`src/rtl/mrx_pkg.sv`:
```
package mrx_pkg;
   localparam int CHAR_W = 8;
   localparam int FMT_W  = 5;
   localparam int LP_W   = 6;

   typedef struct packed {
      logic       rx_en;
      logic       par_odd;
      logic       par_en;
      logic       two_stop;
      logic [1:0] len;
   } line_cfg_t;

   // keep (len+5) low bits of a character
   function automatic logic [CHAR_W-1:0] len_mask(input logic [1:0] len);
      return {CHAR_W{1'b1}} >> (2'd3 - len);
   endfunction
endpackage

```
`src/rtl/mrx_line_slot.sv`:
```
module mrx_line_slot
   import mrx_pkg::*;
#(
   parameter int SLOT_W = CHAR_W + 2
) (
   input  logic              clk,
   input  logic              rst_n,
   input  logic              clr,
   input  logic              acc,
   input  logic [SLOT_W-1:0] din,
   input  logic              grant,
   output logic              req,
   output logic [SLOT_W-1:0] dout,
   output logic              lost
);
   logic              pv_q;
   logic [SLOT_W-1:0] pw_q;

   assign req  = pv_q | acc;
   assign dout = pv_q ? pw_q : din;
   assign lost = acc & pv_q & ~grant;

   always_ff @(posedge clk or negedge rst_n) begin
      if (!rst_n) begin
         pv_q <= 1'b0;
         pw_q <= '0;
      end else if (clr) begin
         pv_q <= 1'b0;
      end else if (grant) begin
         if (pv_q && acc) pw_q <= din;
         else if (pv_q)   pv_q <= 1'b0;
      end else if (!pv_q && acc) begin
         pv_q <= 1'b1;
         pw_q <= din;
      end
   end


   hold_chk: assert property (@(posedge clk) disable iff (!rst_n)
      (pv_q && !grant && !clr) |=> pv_q);
endmodule

```
`src/rtl/mrx_prio_pick.sv`:
```
module mrx_prio_pick #(
   parameter int N  = 4,
   parameter int IW = (N > 1) ? $clog2(N) : 1
) (
   input  logic          clk,
   input  logic          rst_n,
   input  logic [N-1:0]  req,
   input  logic          en,
   output logic [N-1:0]  grant,
   output logic [IW-1:0] idx
);
   always_comb begin
      grant = '0;
      idx   = '0;
      for (int i = N - 1; i >= 0; i--) begin
         if (req[i] && en) begin
            grant = '0;
            grant[i] = 1'b1;
            idx = IW'(i);
         end
      end
   end


   one_grant_chk: assert property (@(posedge clk) disable iff (!rst_n)
      $onehot0(grant));
endmodule

```
`src/rtl/mrx_fifo.sv`:
```
module mrx_fifo #(
   parameter int W     = 14,
   parameter int DEPTH = 16,
   parameter int PW    = $clog2(DEPTH),
   parameter int CW    = $clog2(DEPTH + 1)
) (
   input  logic         clk,
   input  logic         rst_n,
   input  logic         clr,
   input  logic         push,
   input  logic [W-1:0] wdata,
   input  logic         pop,
   output logic [W-1:0] rdata,
   output logic         empty,
   output logic         full
);
   if (DEPTH < 2 || (DEPTH & (DEPTH - 1)) != 0) begin : g_bad_depth
      $error("mrx_fifo: DEPTH must be a power of two of at least 2");
   end

   logic [W-1:0]  mem [DEPTH];
   logic [PW-1:0] wp_q, rp_q;
   logic [CW-1:0] cnt_q;

   assign empty = (cnt_q == '0);
   assign full  = (cnt_q == CW'(DEPTH));
   assign rdata = mem[rp_q];

   always_ff @(posedge clk) begin
      if (push) mem[wp_q] <= wdata;
   end

   always_ff @(posedge clk or negedge rst_n) begin
      if (!rst_n) begin
         wp_q  <= '0;
         rp_q  <= '0;
         cnt_q <= '0;
      end else if (clr) begin
         wp_q  <= '0;
         rp_q  <= '0;
         cnt_q <= '0;
      end else begin
         if (push) wp_q <= wp_q + 1'b1;
         if (pop)  rp_q <= rp_q + 1'b1;
         cnt_q <= cnt_q + CW'(push) - CW'(pop);
      end
   end


   cnt_bound_chk: assert property (@(posedge clk) disable iff (!rst_n)
      cnt_q <= CW'(DEPTH));

   pop_dec_chk: assert property (@(posedge clk) disable iff (!rst_n)
      (pop && !push && !clr) |=> cnt_q == $past(cnt_q) - 1'b1);
endmodule

```
`src/rtl/mrx_collector.sv`:
```
module mrx_collector
   import mrx_pkg::*;
#(
   parameter int NUM_LINES = 4,
   parameter int Q_DEPTH   = 16,
   parameter int LINE_W    = $clog2(NUM_LINES),
   parameter int WORD_W    = CHAR_W + LINE_W + 4
) (
   input  logic                        clk,
   input  logic                        rst_n,
   input  logic                        scan_en,
   input  logic                        clr_cmd,
   input  logic                        rx_ie,
   input  logic                        lp_wr,
   input  logic [LINE_W-1:0]           lp_line,
   input  logic [LP_W-1:0]             lp_word,
   input  logic [NUM_LINES-1:0]        rx_stb,
   input  logic [NUM_LINES*CHAR_W-1:0] rx_char,
   input  logic [NUM_LINES-1:0]        rx_ferr,
   input  logic [NUM_LINES-1:0]        rx_perr,
   input  logic                        rbuf_rd,
   output logic [WORD_W-1:0]           rbuf,
   output logic                        rx_done,
   output logic                        irq,
   output logic [NUM_LINES*FMT_W-1:0]  line_fmt
);
   if (NUM_LINES < 2) begin : g_bad_lines
      $error("mrx_collector: NUM_LINES must be at least 2");
   end

   localparam int SLOT_W = CHAR_W + 2;
   localparam int QW     = WORD_W - 1;
   localparam int DV     = WORD_W - 1;

   line_cfg_t               cfg_q [NUM_LINES];
   logic [NUM_LINES-1:0]    req, grant, lost;
   logic [SLOT_W-1:0]       sdata [NUM_LINES];
   logic [LINE_W-1:0]       gidx;
   logic [SLOT_W-1:0]       gword;
   logic [QW-1:0]           qin, qout;
   logic                    q_empty, q_full, any_g, push, pop, dropped, ovr_q;

   for (genvar i = 0; i < NUM_LINES; i++) begin : g_line
      logic [SLOT_W-1:0] din;

      always_ff @(posedge clk or negedge rst_n) begin
         if (!rst_n)                                  cfg_q[i] <= '0;
         else if (lp_wr && lp_line == LINE_W'(i))     cfg_q[i] <= line_cfg_t'(lp_word);
      end

      assign line_fmt[i*FMT_W +: FMT_W] = cfg_q[i][FMT_W-1:0];
      assign din = {rx_ferr[i], rx_perr[i],
                    rx_char[i*CHAR_W +: CHAR_W] & len_mask(cfg_q[i].len)};

      mrx_line_slot #(.SLOT_W(SLOT_W)) u_slot (
         .clk   (clk),
         .rst_n (rst_n),
         .clr   (clr_cmd),
         .acc   (rx_stb[i] & cfg_q[i].rx_en & scan_en & ~clr_cmd),
         .din   (din),
         .grant (grant[i]),
         .req   (req[i]),
         .dout  (sdata[i]),
         .lost  (lost[i])
      );
   end

   mrx_prio_pick #(.N(NUM_LINES), .IW(LINE_W)) u_pick (
      .clk   (clk),
      .rst_n (rst_n),
      .req   (req),
      .en    (scan_en & ~clr_cmd),
      .grant (grant),
      .idx   (gidx)
   );

   always_comb begin
      gword = '0;
      for (int i = 0; i < NUM_LINES; i++)
         if (grant[i]) gword = gword | sdata[i];
   end

   assign any_g   = |grant;
   assign pop     = rbuf_rd & ~q_empty & ~clr_cmd;
   assign push    = any_g & (~q_full | pop);
   assign dropped = any_g & q_full & ~pop;
   // {oerr, ferr, perr, line, char}
   assign qin     = {ovr_q, gword[SLOT_W-1], gword[SLOT_W-2], gidx, gword[CHAR_W-1:0]};

   always_ff @(posedge clk or negedge rst_n) begin
      if (!rst_n)       ovr_q <= 1'b0;
      else if (clr_cmd) ovr_q <= 1'b0;
      else if (push)    ovr_q <= |lost;
      else              ovr_q <= ovr_q | dropped | (|lost);
   end

   mrx_fifo #(.W(QW), .DEPTH(Q_DEPTH)) u_q (
      .clk   (clk),
      .rst_n (rst_n),
      .clr   (clr_cmd),
      .push  (push),
      .wdata (qin),
      .pop   (pop),
      .rdata (qout),
      .empty (q_empty),
      .full  (q_full)
   );

   assign rbuf    = q_empty ? '0 : {1'b1, qout};
   assign rx_done = ~q_empty;
   assign irq     = rx_done & rx_ie;


   irq_src_chk: assert property (@(posedge clk) disable iff (!rst_n)
      irq |-> rbuf[DV]);

   clr_empty_chk: assert property (@(posedge clk) disable iff (!rst_n)
      clr_cmd |=> !rx_done);

   scan_hold_chk: assert property (@(posedge clk) disable iff (!rst_n)
      (!scan_en && !rx_done) |=> !rx_done);
endmodule

```
`config.mk`:
```
export PLATFORM = sky130hd
export DESIGN_NAME = mrx_collector
export DESIGN_NICKNAME = d
export VERILOG_FILES = /design/src/rtl/mrx_pkg.sv /design/src/rtl/mrx_line_slot.sv /design/src/rtl/mrx_prio_pick.sv /design/src/rtl/mrx_fifo.sv /design/src/rtl/mrx_collector.sv
export SDC_FILE = /design/constraint.sdc
export NUM_CORES = 1
export LEC_CHECK = 0
export ABC_AREA = 1
export BUFFER_PORTS_ARGS = -buffer_cell sky130_fd_sc_hd__buf_2
export CORE_MARGIN = 2
export CORE_UTILIZATION = 28
export CTS_CLUSTER_DIAMETER = 120
export CTS_CLUSTER_SIZE = 16
export DETAILED_ROUTE_END_ITERATION = 10
export PLACE_DENSITY = 0.52
export SETUP_SLACK_MARGIN = 0.15
export SLEW_MARGIN = 20
export SYNTH_ARGS = -nofsm -noshare
export SYNTH_HDL_FRONTEND = slang
export SYNTH_HIERARCHICAL = 1
export SYNTH_SLANG_ARGS = --single-unit
```
`constraint.sdc`:
```
create_clock -name clk -period 2.6 [get_ports clk]
set_input_delay 0.26 -clock clk [delete_from_list [all_inputs] [get_ports clk]]
set_output_delay 0.26 -clock clk [all_outputs]
set_load 0.05 [all_outputs]
```
==> results of run 1 <==
==> area by class of cell <==
cell class | instances | share of cell area
Timing Repair Buffer | 227 | 0.124
Tap cell | 664 | 0.0461
Clock inverter | 3 | 0.00319
Inverter | 231 | 0.0492
Sequential cell | 290 | 0.460
Multi-Input combinational cell | 954 | 0.284
Clock buffer | 36 | 0.0334
==> layer usage <==
layer,vias up,GRT usage,wire (um),part of all wire
li1,5246,-,-,-
met1,5200,0.217,18800,0.45
met2,285,0.260,19900,0.48
met3,46,0.0256,2160,0.052
met4,2,0.0490,917,0.022
met5,-,0,13,0.00031
==> synthesized netlist by cell type <==
| master | count |
|---|---|
| sky130_fd_sc_hd__nand2_1 | 594 |
| sky130_fd_sc_hd__inv_1 | 225 |
| sky130_fd_sc_hd__edfxtp_1 | 208 |
| sky130_fd_sc_hd__nand3_1 | 204 |
| sky130_fd_sc_hd__dfrtp_1 | 82 |
| sky130_fd_sc_hd__nor2_1 | 73 |
| sky130_fd_sc_hd__buf_4 | 40 |
| sky130_fd_sc_hd__buf_2 | 33 |
| sky130_fd_sc_hd__o21ai_1 | 24 |
| sky130_fd_sc_hd__ha_1 | 11 |
| sky130_fd_sc_hd__nand4_1 | 11 |
| sky130_fd_sc_hd__a21oi_1 | 10 |
| sky130_fd_sc_hd__clkbuf_1 | 9 |
| sky130_fd_sc_hd__nand2_2 | 8 |
| sky130_fd_sc_hd__inv_2 | 6 |
| sky130_fd_sc_hd__buf_6 | 5 |
| sky130_fd_sc_hd__o21a_1 | 5 |
| sky130_fd_sc_hd__and3_1 | 4 |
| sky130_fd_sc_hd__o21ai_0 | 4 |
| sky130_fd_sc_hd__buf_1 | 3 |
| sky130_fd_sc_hd__fa_1 | 1 |
| sky130_fd_sc_hd__nor3_1 | 1 |
| sky130_fd_sc_hd__nor3_2 | 1 |
| sky130_fd_sc_hd__nor3b_1 | 1 |
| sky130_fd_sc_hd__o31ai_1 | 1 |
| sky130_fd_sc_hd__xor2_1 | 1 |
==> layout by cell type, fill, tap and decap left out, drive strengths merged, types with 11 or more instances in the layout <==
cell type	Yosys	layout
buf	81	190
clkbuf	9	43
dfrtp	82	82
dlygate4sd3	0	30
edfxtp	208	208
ha	11	11
inv	231	230
nand2	602	602
nand3	204	204
nand4	11	11
nor2	73	73
o21ai	28	28
==> worst min-delay path: stages <==
cell                      delay [ns]
sky130_fd_sc_hd__buf_2          0.07
sky130_fd_sc_hd__inv_1          0.07
sky130_fd_sc_hd__o21ai_1        0.13
==> registers in the layout, summed over array words and instances, names as in the netlist <==
signal / cells
line_fmt: 20
u_q/rp_q: 4
u_q/cnt_q: 5
u_q/wp_q: 4
u_q/mem: 208
g_line.u_slot/pw_q: 40
cfg_q: 4
ovr_q: 1
g_line.u_slot/pv_q: 4
==> kinds of logic after synthesis <==
logic type                 share of synthesized area
and+or+nand+nor                                0.267
adders and majority gates                     0.0114
xor gates and xnor gates                    0.000634
DFF                                            0.600
AOI/OAI and AO/OA                             0.0170
buffers and inverters                          0.104
==> metrics by stage <==
step	area, um^2	power [mW]
floorplan	13900	7.59
global placement	15500	8.26
detailed placement	15500	8.30
CTS	17000	12.2
global route	18000	13.2
finish	18000	12.6
==> final timing paths <==
path,startpoint,end,cells past startpoint
worst max-delay path,u_q/rp_q[0],rbuf[3],11
worst min-delay path,lp_word[3],line_fmt[3],3
worst max register to register,u_q/cnt_q[2],u_q/cnt_q[4],19
worst min register to register,line_fmt[19],line_fmt[19],2
max in group asynchronous,rst_n,g_line[3].u_slot/pw_q[2],3
min in group asynchronous,rst_n,u_q/wp_q[3],2
==> power groups by stage <==
stage          Combinational (mW)  Clock, mW  Sequential (mW)
4_1_cts                      3.32       3.48             5.40
2_1_floorplan                2.15          0             5.44
3_3_place_gp                 2.78          0             5.48
3_5_place_dp                 2.81          0             5.49
5_1_grt                      4.13       3.62             5.43
6_report                     3.83       3.37             5.40
==> timing repair <==
item / in CTS / in global routing
setup endpoints to repair: 14 / 223
hold buffers: 30 / 0
gates cloned: 6 / 9
pin swaps: 11 / 67
buffers inserted: 7 / 6
gates resized for setup: 83 / 189
hold endpoints to repair: 56 / 0
==> qor.yml, run 1 <==
outcome: "finished, final reports clean"
post-place-cells: 2308
worst_skew_pair.late_latency_ns: 0.55
rrSetupSlack_ns: 0.20
fp.coreArea_um2: 48800
cpLargestDelayFamily: "buffers and inverters"
flip_flop_and_latch_count_after_synthesis: 290
critPathMaxFanout: 6
cts_tree: "done"
register_area_um2: 8300
ir_drop_worst_vdd_uv: 381
routed_via_density: 4.48
final_nets: 1797
post-route-min-period_ns: 2.59
setup_slack_ns: 0.0101
post_drt_wl_per_cell_um: 17.4
tcrit_tclk_final: 0.996
finalClockSkew_ns: 0.0270
drc_errors: 0
gp_congestion: 0.829
antenna_found_initial: 1
grt_pass1_vias: 10300
critPathArrivalTime_ns: 2.33
setup_slack_after_placement_ns: -0.0758
antenna_violating_nets_post_route: 0
ctsLongestPathBuffers: 3
grt_usage: 0.159
yosysSeqAreaShare: 0.600
dp_hpwl_um: 26000
die-height_um: 226
total_via_count_in_the_routed_design: 10800
worstMarginPinSlew_ns: 0.543
netSwitchingFraction: 0.340
final_hold_viol_count: 0
top_level_ports: 95
p_int_mw: 8.32
die_width_um: 226
htree_num_levels: 1
grt_max_degree: 58
critPathRequiredTime_ns: 2.34
initial_utilization: 0.283
leakagePower_nw: 8.16
hold_class: "in2reg"
cpMaxStageDelayCell: "sky130_fd_sc_hd__dfrtp_4"
multi_input_comb_area_um2: 5120
fp-row-count: 81
final_layout_size_suffix_gt1_frac: 0.254
clkPwrFrac: 0.268
netlist-cell-type-count: 26
drt_iter0_markers: 832
crit_chain: "clkinv_8 -> buf_12 -> clkbuf_16 -> nand2_1 -> nand3_2 -> nand3_4 -> nand3_4 -> nand2_2 -> inv_1 -> nor2_2 -> buf_6"
instances_no_fill: 2405
synthTopCellsByArea: "sky130_fd_sc_hd__edfxtp_1 (45%), sky130_fd_sc_hd__nand2_1 (16%), sky130_fd_sc_hd__dfrtp_1 (15%), sky130_fd_sc_hd__nand3_1 (7.4%), sky130_fd_sc_hd__inv_1 (6.1%)"
numCtsBuffers: 22
grt_first_pass_wirelength_um: 61800
grt_setup_unrepaired: "yes"
postSynthAreaPerCell_um2: 8.83
buffering_stage_count_on_the_worst_path_with_inverters_included: 5
fmax_mhz: 386
die_area_um2: 51200
ctsRootBufferMaster: "sky130_fd_sc_hd__clkbuf_16"
gate_count_post_synth: 1565
timing.setup.critical_path_class: "reg2out"
final_sum_of_negative_setup_slack_ns: 0
drt-total-wl_um: 41800
pwr-share-comb: 0.304
mappedNetlistNets: 1636
cap_viol_max_count: 0
yosys_warnings: 6
synth.largest_area_cell: "sky130_fd_sc_hd__edfxtp_1"
clkSlewWorstSetupHoldPaths_ns: 0.08
final.hold.worst_slack_ns: 0.0321
total_of_buffers_placed_on_input_and_output_ports: 94
crit_path_max_incr_delay_ns: 0.53
timing.critical_path.mode_cell: "sky130_fd_sc_hd__nand3_4"
post_synth_instance_area_um2: 13800
final-setup-viol-count: 0
detail_route.first_pass.iterations: 5
overflow: 0
tritoncts_num_sinks: 290
p_seq_frac: 0.429
p_sw_mw: 4.28
n_fill_cell: 4917
layout.core_utilization: 0.369
num_antenna_cells: 0
worst_setup_path_start_kind: "register"
synthToLayoutAreaGrowth_pct: 30.5
synth_largest_type_area_fraction: 0.452
worst_setup_path_end_kind: "primary output"
power.density_nw_per_um2: 699
drv_slew: 0
slew_headroom: 0.637
Note: power is estimated with default switching activity, not from simulation.
==> inputs of run 2 (changes only) <==
--- a/config.mk
+++ b/config.mk
@@ -5,14 +5,17 @@
 export SDC_FILE = /design/constraint.sdc
 export NUM_CORES = 1
 export LEC_CHECK = 0
-export ABC_AREA = 1
+export ABC_AREA = 0
 export BUFFER_PORTS_ARGS = -buffer_cell sky130_fd_sc_hd__buf_2
+export CELL_PAD_IN_SITES_DETAIL_PLACEMENT = 1
+export CELL_PAD_IN_SITES_GLOBAL_PLACEMENT = 1
 export CORE_MARGIN = 2
 export CORE_UTILIZATION = 28
 export CTS_CLUSTER_DIAMETER = 120
 export CTS_CLUSTER_SIZE = 16
 export DETAILED_ROUTE_END_ITERATION = 10
-export PLACE_DENSITY = 0.52
+export MAX_ROUTING_LAYER = met4
+export PLACE_DENSITY = 0.57
 export SETUP_SLACK_MARGIN = 0.15
 export SLEW_MARGIN = 20
 export SYNTH_ARGS = -nofsm -noshare
==> run 2 against run 1 <==
The run now ends with negative setup slack left. Clock skew is 0.0018 ns higher. Die area shrank 7.1%. Total power shrank 1.5%. Synthesized cell count fell by 52%.
==> qor.yml, run 2 <==
outcome: "finished, violations left"
failed_checks: "negative setup slack"
final_nets: 1016  # -43%
antenna_violating_nets_post_route: 0  # unchanged
layout_common_cells: "sky130_fd_sc_hd__edfxtp_1 (208), sky130_fd_sc_hd__dfrtp_1 (80), sky130_fd_sc_hd__buf_2 (80)"
synth_top_flop_cell: "sky130_fd_sc_hd__edfxtp_1"
die_width_um: 218  # -3.6%
htree_num_levels: 1  # unchanged
numCtsBuffers: 22  # unchanged
ctsRootBufferMaster: "sky130_fd_sc_hd__clkbuf_16"
grt_pass1_vias: 7708  # -25%
total_via_count_in_the_routed_design: 7060  # -35%
die-height_um: 218  # -3.6%
synth.largest_area_cell: "sky130_fd_sc_hd__edfxtp_1"
critPathRequiredTime_ns: 2.34  # about the same
cts_tree: "done"
die_area_um2: 47500  # -7.1%
dpl-instance-area_um2: 14400  # -7.0%
final-setup-viol-count: 15  # +15
post_synth_most_frequent_cells: "sky130_fd_sc_hd__edfxtp_1 (208), sky130_fd_sc_hd__dfrtp_1 (82), sky130_fd_sc_hd__mux2_2 (64)"
tcrit_tclk_final: 1.05  # +0.0523
post-route-min-period_ns: 2.73  # +0.136 ns
timing.setup.critical_path_class: "reg2out"
worst_setup_path_end_kind: "primary output"
gate_count_post_synth: 744  # -52%
hp-start: "lp_word[1]"
most_common_library_cell_in_the_layout_ignoring_fill_and_taps: "sky130_fd_sc_hd__edfxtp_1"
grt_max_degree: 49  # -16%
final.hold.worst_slack_ns: 0.0322  # +0.0000366 ns
final_layout_size_suffix_gt1_frac: 0.478  # +0.224
regToRegStartpoint: "cfg_q[17]"
worst_skew_pair.late_latency_ns: 0.54  # about the same
slew_headroom: 0.547  # -0.0903
final_hold_viol_count: 0  # unchanged
number_of_synthesized_flops_with_an_enable_pin: 208  # unchanged
finalClockSkew_ns: 0.0287  # +0.00179 ns
mappedNetlistNets: 815  # -50%
layout.cell_area.non_filler_um2: 16200  # -10%
ir_drop_worst_vdd_uv: 511  # +34%
dp_hpwl_um: 21000  # -19%
hold_class: "in2reg"
antenna_found_initial: 3  # +2
grt_first_pass_wirelength_um: 48900  # -21%
post_synth_instance_area_um2: 12800  # -7.3%
synth_largest_type_area_fraction: 0.487  # +0.0354
initial_utilization: 0.283  # about the same
routed_via_density: 4.52  # +0.78%
power.density_nw_per_um2: 767  # +9.8%
fmax_mhz: 367  # -5.0%
flip_flop_and_latch_count_after_synthesis: 290  # unchanged
tritoncts_num_sinks: 290  # unchanged
total_of_buffers_placed_on_input_and_output_ports: 94  # unchanged
grt_setup_unrepaired: "yes"
synthToLayoutAreaGrowth_pct: 26.3
setup_slack_ns: -0.126  # -0.136 ns
cap_viol_max_count: 0  # unchanged
top_level_ports: 95  # unchanged
top_register: "u_q/mem"
fp.coreArea_um2: 45300  # -7.3%
critPathArrivalTime_ns: 2.47  # +0.14 ns
critPathMaxFanout: 5  # -1
ctsLongestPathBuffers: 3  # unchanged
worst_setup_path_start_kind: "register"
leakagePower_nw: 6.00  # -26%
clkSlewWorstSetupHoldPaths_ns: 0.08  # about the same
detail_route.first_pass.iterations: 4  # -1
worstMarginPinSlew_ns: 0.679  # +0.136 ns
netlist-cell-type-count: 44  # +69%
postSynthAreaPerCell_um2: 17.2  # +95%
crit_start: "u_q/rp_q[0]"
drv_slew: 0  # unchanged
drc_errors: 0  # unchanged
drt_iter0_markers: 351  # -58%
yosysSeqAreaShare: 0.647  # +0.0470
overflow: 0  # unchanged
gp_congestion: 0.716  # -14%
post-synth-top-count-cell: "sky130_fd_sc_hd__edfxtp_1"
grt_usage: 0.139  # -0.0199
yosys_warnings: 6  # unchanged
post_drt_wl_per_cell_um: 20.8  # +19%
number_of_flip_flops_under_the_largest_register_name: 208  # unchanged
synthTopCellsByArea: "sky130_fd_sc_hd__edfxtp_1 (49%), sky130_fd_sc_hd__dfrtp_1 (16%), sky130_fd_sc_hd__mux4_2 (5.8%), sky130_fd_sc_hd__mux2_2 (5.6%), sky130_fd_sc_hd__mux2_4 (4.7%)"
drt-total-wl_um: 32400  # -22%
fp-row-count: 78  # -3.7%
synthArstFlopShare: 0.283  # unchanged
-- run 2: logic make-up (layout without fill, tap and decap cells) --
kind of cell,Yosys count,in the layout,synth area share
AO/OA/AOI/OAI,66,66,0.0362
XOR/XNOR,12,12,0.00820
adder cells (fa/ha/maj),12,12,0.0123
buffers and inverters,75,279,0.0364
flip-flops,290,290,0.647
multiplexers,158,158,0.202
other,0,3,0
AND/OR/NAND/NOR,131,143,0.0581
-- run 2: path summary, 6_finish.rpt --
path / slack (ns) / cells after the start / endpoint
max in group asynchronous: 1.69 / 3 / g_line[2].u_slot/pv_q
min reg2reg: 0.50 / 1 / line_fmt[18]
max: -0.13 / 7 / rbuf[9]
min in group asynchronous: 0.31 / 2 / line_fmt[4]
min: 0.03 / 2 / line_fmt[16]
max reg2reg: -0.01 / 15 / u_q/cnt_q[2]
-- run 2: worst max-delay path: stages, from the launching register on --
cell	delay (ns)
sky130_fd_sc_hd__dfrtp_4	0.51
sky130_fd_sc_hd__buf_6	0.15
sky130_fd_sc_hd__buf_12	0.12
sky130_fd_sc_hd__mux4_2	0.51
sky130_fd_sc_hd__a22oi_2	0.20
sky130_fd_sc_hd__nand2_1	0.12
sky130_fd_sc_hd__nor2b_1	0.15
sky130_fd_sc_hd__buf_6	0.16
-- run 2: final cells by class --
type	instances	area [um^2]
sequential	290	8300
tap	600	751
inverter	18	82.6
clock inverter	2	32.5
clock buffer	37	607
fill	4643	29100
timing repair buffer	222	1890
antenna	3	7.51
multi-input combinational	391	4520
-- run 2: per-stage QoR --
stage | utilization | std cells | power, mW | setup TNS, ns | worst slack, ns
5_1_grt | 0.358 | 1563 | 13.0 | -7.85 | -0.217
3_5_place_dp | 0.318 | 1442 | 8.61 | -17.00 | -0.239
3_3_place_gp | 0.318 | 1442 | 8.56 | -4.78 | -0.160
6_report | 0.358 | 1563 | 12.4 | -1.31 | -0.126
4_1_cts | 0.351 | 1547 | 12.3 | -2.13 | -0.203
2_1_floorplan | - | 744 | 7.82 | 0 | 0.0130
-- run 2: where the power goes --
part | internal [mW] | leakage (nW) | switching, mW
combinational | 1.75 | 2.81 | 1.91
clock | 1.61 | 0.303 | 1.63
sequential | 5.29 | 2.88 | 0.220
-- run 2: metal layers --
layer / track usage / up-vias / part of all wire
met5: - / - / 0
met4: 0.0188 / 0 / 0.012
li1: - / 3250 / -
met1: 0.184 / 3662 / 0.46
met2: 0.231 / 122 / 0.49
met3: 0.0232 / 26 / 0.035
-- run 2: what timing repair did --
item / in CTS / in global routing
hold buffers: 33 / 0
hold endpoints to repair: 85 / 0
buffers inserted: 22 / 8
gates cloned: 11 / 5
setup endpoints to repair: 204 / 251
resized for setup: 76 / 51
pin swaps: 23 / 33
==> inputs of run 3 (changes only) <==
==> constraint.sdc (replaced) <==
create_clock -name clk -period 2.6 [get_ports clk]
set_input_delay 0.52 -clock clk [delete_from_list [all_inputs] [get_ports clk]]
set_output_delay 0.52 -clock clk [all_outputs]
set_load 0.05 [all_outputs]
==> run 3 against run 2 <==
Critical endpoint is now rbuf[4]. Via count rose by 3.6%. Final area rose by 1.2%. Worst hold slack improved by 0.18 ns. Worst setup slack got worse by 0.37 ns. Non-clock buffer count rose by 4. Clock skew fell by 0.0024 ns. Clock-buffer cell count fell by 10. Core utilization rose by 0.44 points. Fmax fell by 12%. Largest power group unchanged. Sequential cell count did not move. The run still ends with negative setup slack left. Critical path depth rose by 1. Combinational power rose by 12%.
==> qor.yml, run 3 (same netlist as run 2, synthesis figures left out) <==
die_width_um: 218  # unchanged
antenna_found_initial: 1  # -2
finalClockSkew_ns: 0.0263  # -0.00240 ns
post-route-min-period_ns: 3.09  # +0.365 ns
n_fill_cell: 4625  # -0.39%
total_via_count_in_the_routed_design: 7315  # +3.6%
crit_cells: 8  # +1
layout_common_cells: "sky130_fd_sc_hd__edfxtp_1 (208), sky130_fd_sc_hd__dfrtp_1 (80), sky130_fd_sc_hd__buf_2 (77)"
numCtsBuffers: 22  # unchanged
htree_num_levels: 1  # unchanged
fin_total_pwr_mw: 12.8  # +3.2%
worst_setup_path_start_kind: "register"
fp.coreArea_um2: 45300  # unchanged
cpLargestDelayFamily: "buffers and inverters"
critPathRequiredTime_ns: 2.08  # -0.26 ns
layout.cell_area.non_filler_um2: 16400  # +1.2%
leakagePower_nw: 6.13  # +2.3%
grt_pass1_vias: 8111  # +5.2%
final_layout_size_suffix_gt1_frac: 0.527  # +0.0491
initial_utilization: 0.283  # unchanged
failed_checks: "negative setup slack"
post_drt_wl_per_cell_um: 23.3  # +12%
die_area_um2: 47500  # unchanged
drt_iter0_markers: 443  # +26%
ctsLongestPathBuffers: 3  # unchanged
drc_errors: 0  # unchanged
outcome: "finished, violations left"
antenna_violating_nets_post_route: 0  # unchanged
critPathArrivalTime_ns: 2.57  # +0.10 ns
most_common_library_cell_in_the_layout_ignoring_fill_and_taps: "sky130_fd_sc_hd__edfxtp_1"
crit_path_max_incr_delay_ns: 0.54  # +0.03 ns
cpMaxStageDelayCell: "sky130_fd_sc_hd__dfrtp_4"
crit_chain: "buf_6 -> buf_12 -> mux4_2 -> a22oi_2 -> buf_4 -> nand2_2 -> nor2b_4 -> buf_8"
worst_r2r_path_depth: 14  # -1
grt_setup_unrepaired: "yes"
die-height_um: 218  # unchanged
top_register: "u_q/mem"
detail_route.first_pass.iterations: 4  # unchanged
final_hold_viol_count: 0  # unchanged
critPathMaxFanout: 5  # unchanged
worst_skew_pair.late_latency_ns: 0.55  # about the same
fmax_mhz: 323  # -12%
ir_drop_worst_vdd_uv: 784  # +53%
total_of_buffers_placed_on_input_and_output_ports: 94  # unchanged
clkSlewWorstSetupHoldPaths_ns: 0.08  # about the same
gp_congestion: 0.750  # +4.8%
multi_input_comb_area_um2: 4530  # +0.14%
final_nets: 1020  # +0.39%
final.hold.worst_slack_ns: 0.214  # +0.182 ns
grt_max_degree: 46  # -6.1%
hold-path-cell-count: 2  # unchanged
grt_first_pass_wirelength_um: 54200  # +11%
register_area_um2: 8300  # unchanged
setup_slack_ns: -0.491  # -0.365 ns
synthToLayoutAreaGrowth_pct: 27.8
worst_setup_path_end_kind: "primary output"
tritoncts_num_sinks: 290  # unchanged
tcrit_tclk_final: 1.19  # +0.141
ctsRootBufferMaster: "sky130_fd_sc_hd__clkbuf_16"
cap_viol_max_count: 0  # unchanged
timing.setup.critical_path_class: "reg2out"
final-setup-viol-count: 224  # +209
worstMarginPinSlew_ns: 0.801  # +0.121 ns
routed_via_density: 4.70  # +4.1%
dpl-instance-area_um2: 14600  # +1.5%
cts_tree: "done"
drt-total-wl_um: 36300  # +12%
grt_usage: 0.160  # +0.0205
buffering_stage_count_on_the_worst_path_with_inverters_included: 4  # +1
fp-row-count: 78  # unchanged
slew_headroom: 0.466  # -0.0809
overflow: 0  # unchanged
layout.core_utilization: 0.362  # +0.00439
number_of_flip_flops_under_the_largest_register_name: 208  # unchanged
power.density_nw_per_um2: 782  # +1.9%
hold_class: "in2reg"
top_level_ports: 95  # unchanged
drv_slew: 0  # unchanged
dp_hpwl_um: 22700  # +8.2%
## run 3: cell types whose count changed in the layout (fill, tap and decap cells not counted), sizes merged
cell,change
clkbuf,-8
buf,+33
dlygate4sd3,-32
inv,+1
bufbuf,+1
clkinv,-1
diode,-2
## run 3: through the flow
step	setup slack, ns	setup TNS, ns	cells
3_3_place_gp	-0.405	-59.72	1462
6_report	-0.491	-28.73	1555
5_1_grt	-0.549	-48.72	1555
3_5_place_dp	-0.514	-84.45	1462
2_1_floorplan	-0.206	-16.75	744
4_1_cts	-0.506	-12.55	1544
## run 3: layer usage
metal  global-route usage  up-vias  share of wire
li1                     -     3255              -
met1                0.202     3829           0.42
met2                0.265      182           0.50
met3               0.0255       49          0.045
met4               0.0474        0          0.029
met5                    -        -              0
## run 3: where the power goes
group,switching (mW),internal (mW)
sequential,0.214,5.29
combinational,2.06,2.06
clock,1.63,1.55
total,3.91,8.90
## run 3: worst paths after layout
path | start | endpoint | slack [ns]
worst max-delay path | u_q/rp_q[0] | rbuf[4] | -0.49
worst max register to register | u_q/cnt_q[2] | u_q/mem[5][9] | -0.18
min in group asynchronous | rst_n | g_line[0].u_slot/pw_q[0] | 0.49
max in group asynchronous | rst_n | g_line[3].u_slot/pw_q[4] | 1.45
worst min-delay path | rx_perr[1] | g_line[1].u_slot/pw_q[8] | 0.21
worst min register to register | line_fmt[4] | line_fmt[4] | 0.50
## run 3: cell type report
| type | count | share of cell area |
|---|---|---|
| Multi-Input combinational cell | 391 | 0.276 |
| Sequential cell | 290 | 0.507 |
| Tap cell | 600 | 0.0458 |
| Clock buffer | 27 | 0.0347 |
| Clock inverter | 2 | 0.00198 |
| Antenna cell | 1 | 0.000153 |
| Timing Repair Buffer | 226 | 0.130 |
| Inverter | 18 | 0.00489 |
## run 3: timing repair
action                     CTS  global route
resized for setup          148            30
pin swaps                   37            20
setup endpoints to repair  209           241
cloned                      21             1
hold buffers                 1             0
buffers inserted            31             9
hold endpoints to repair    37             0
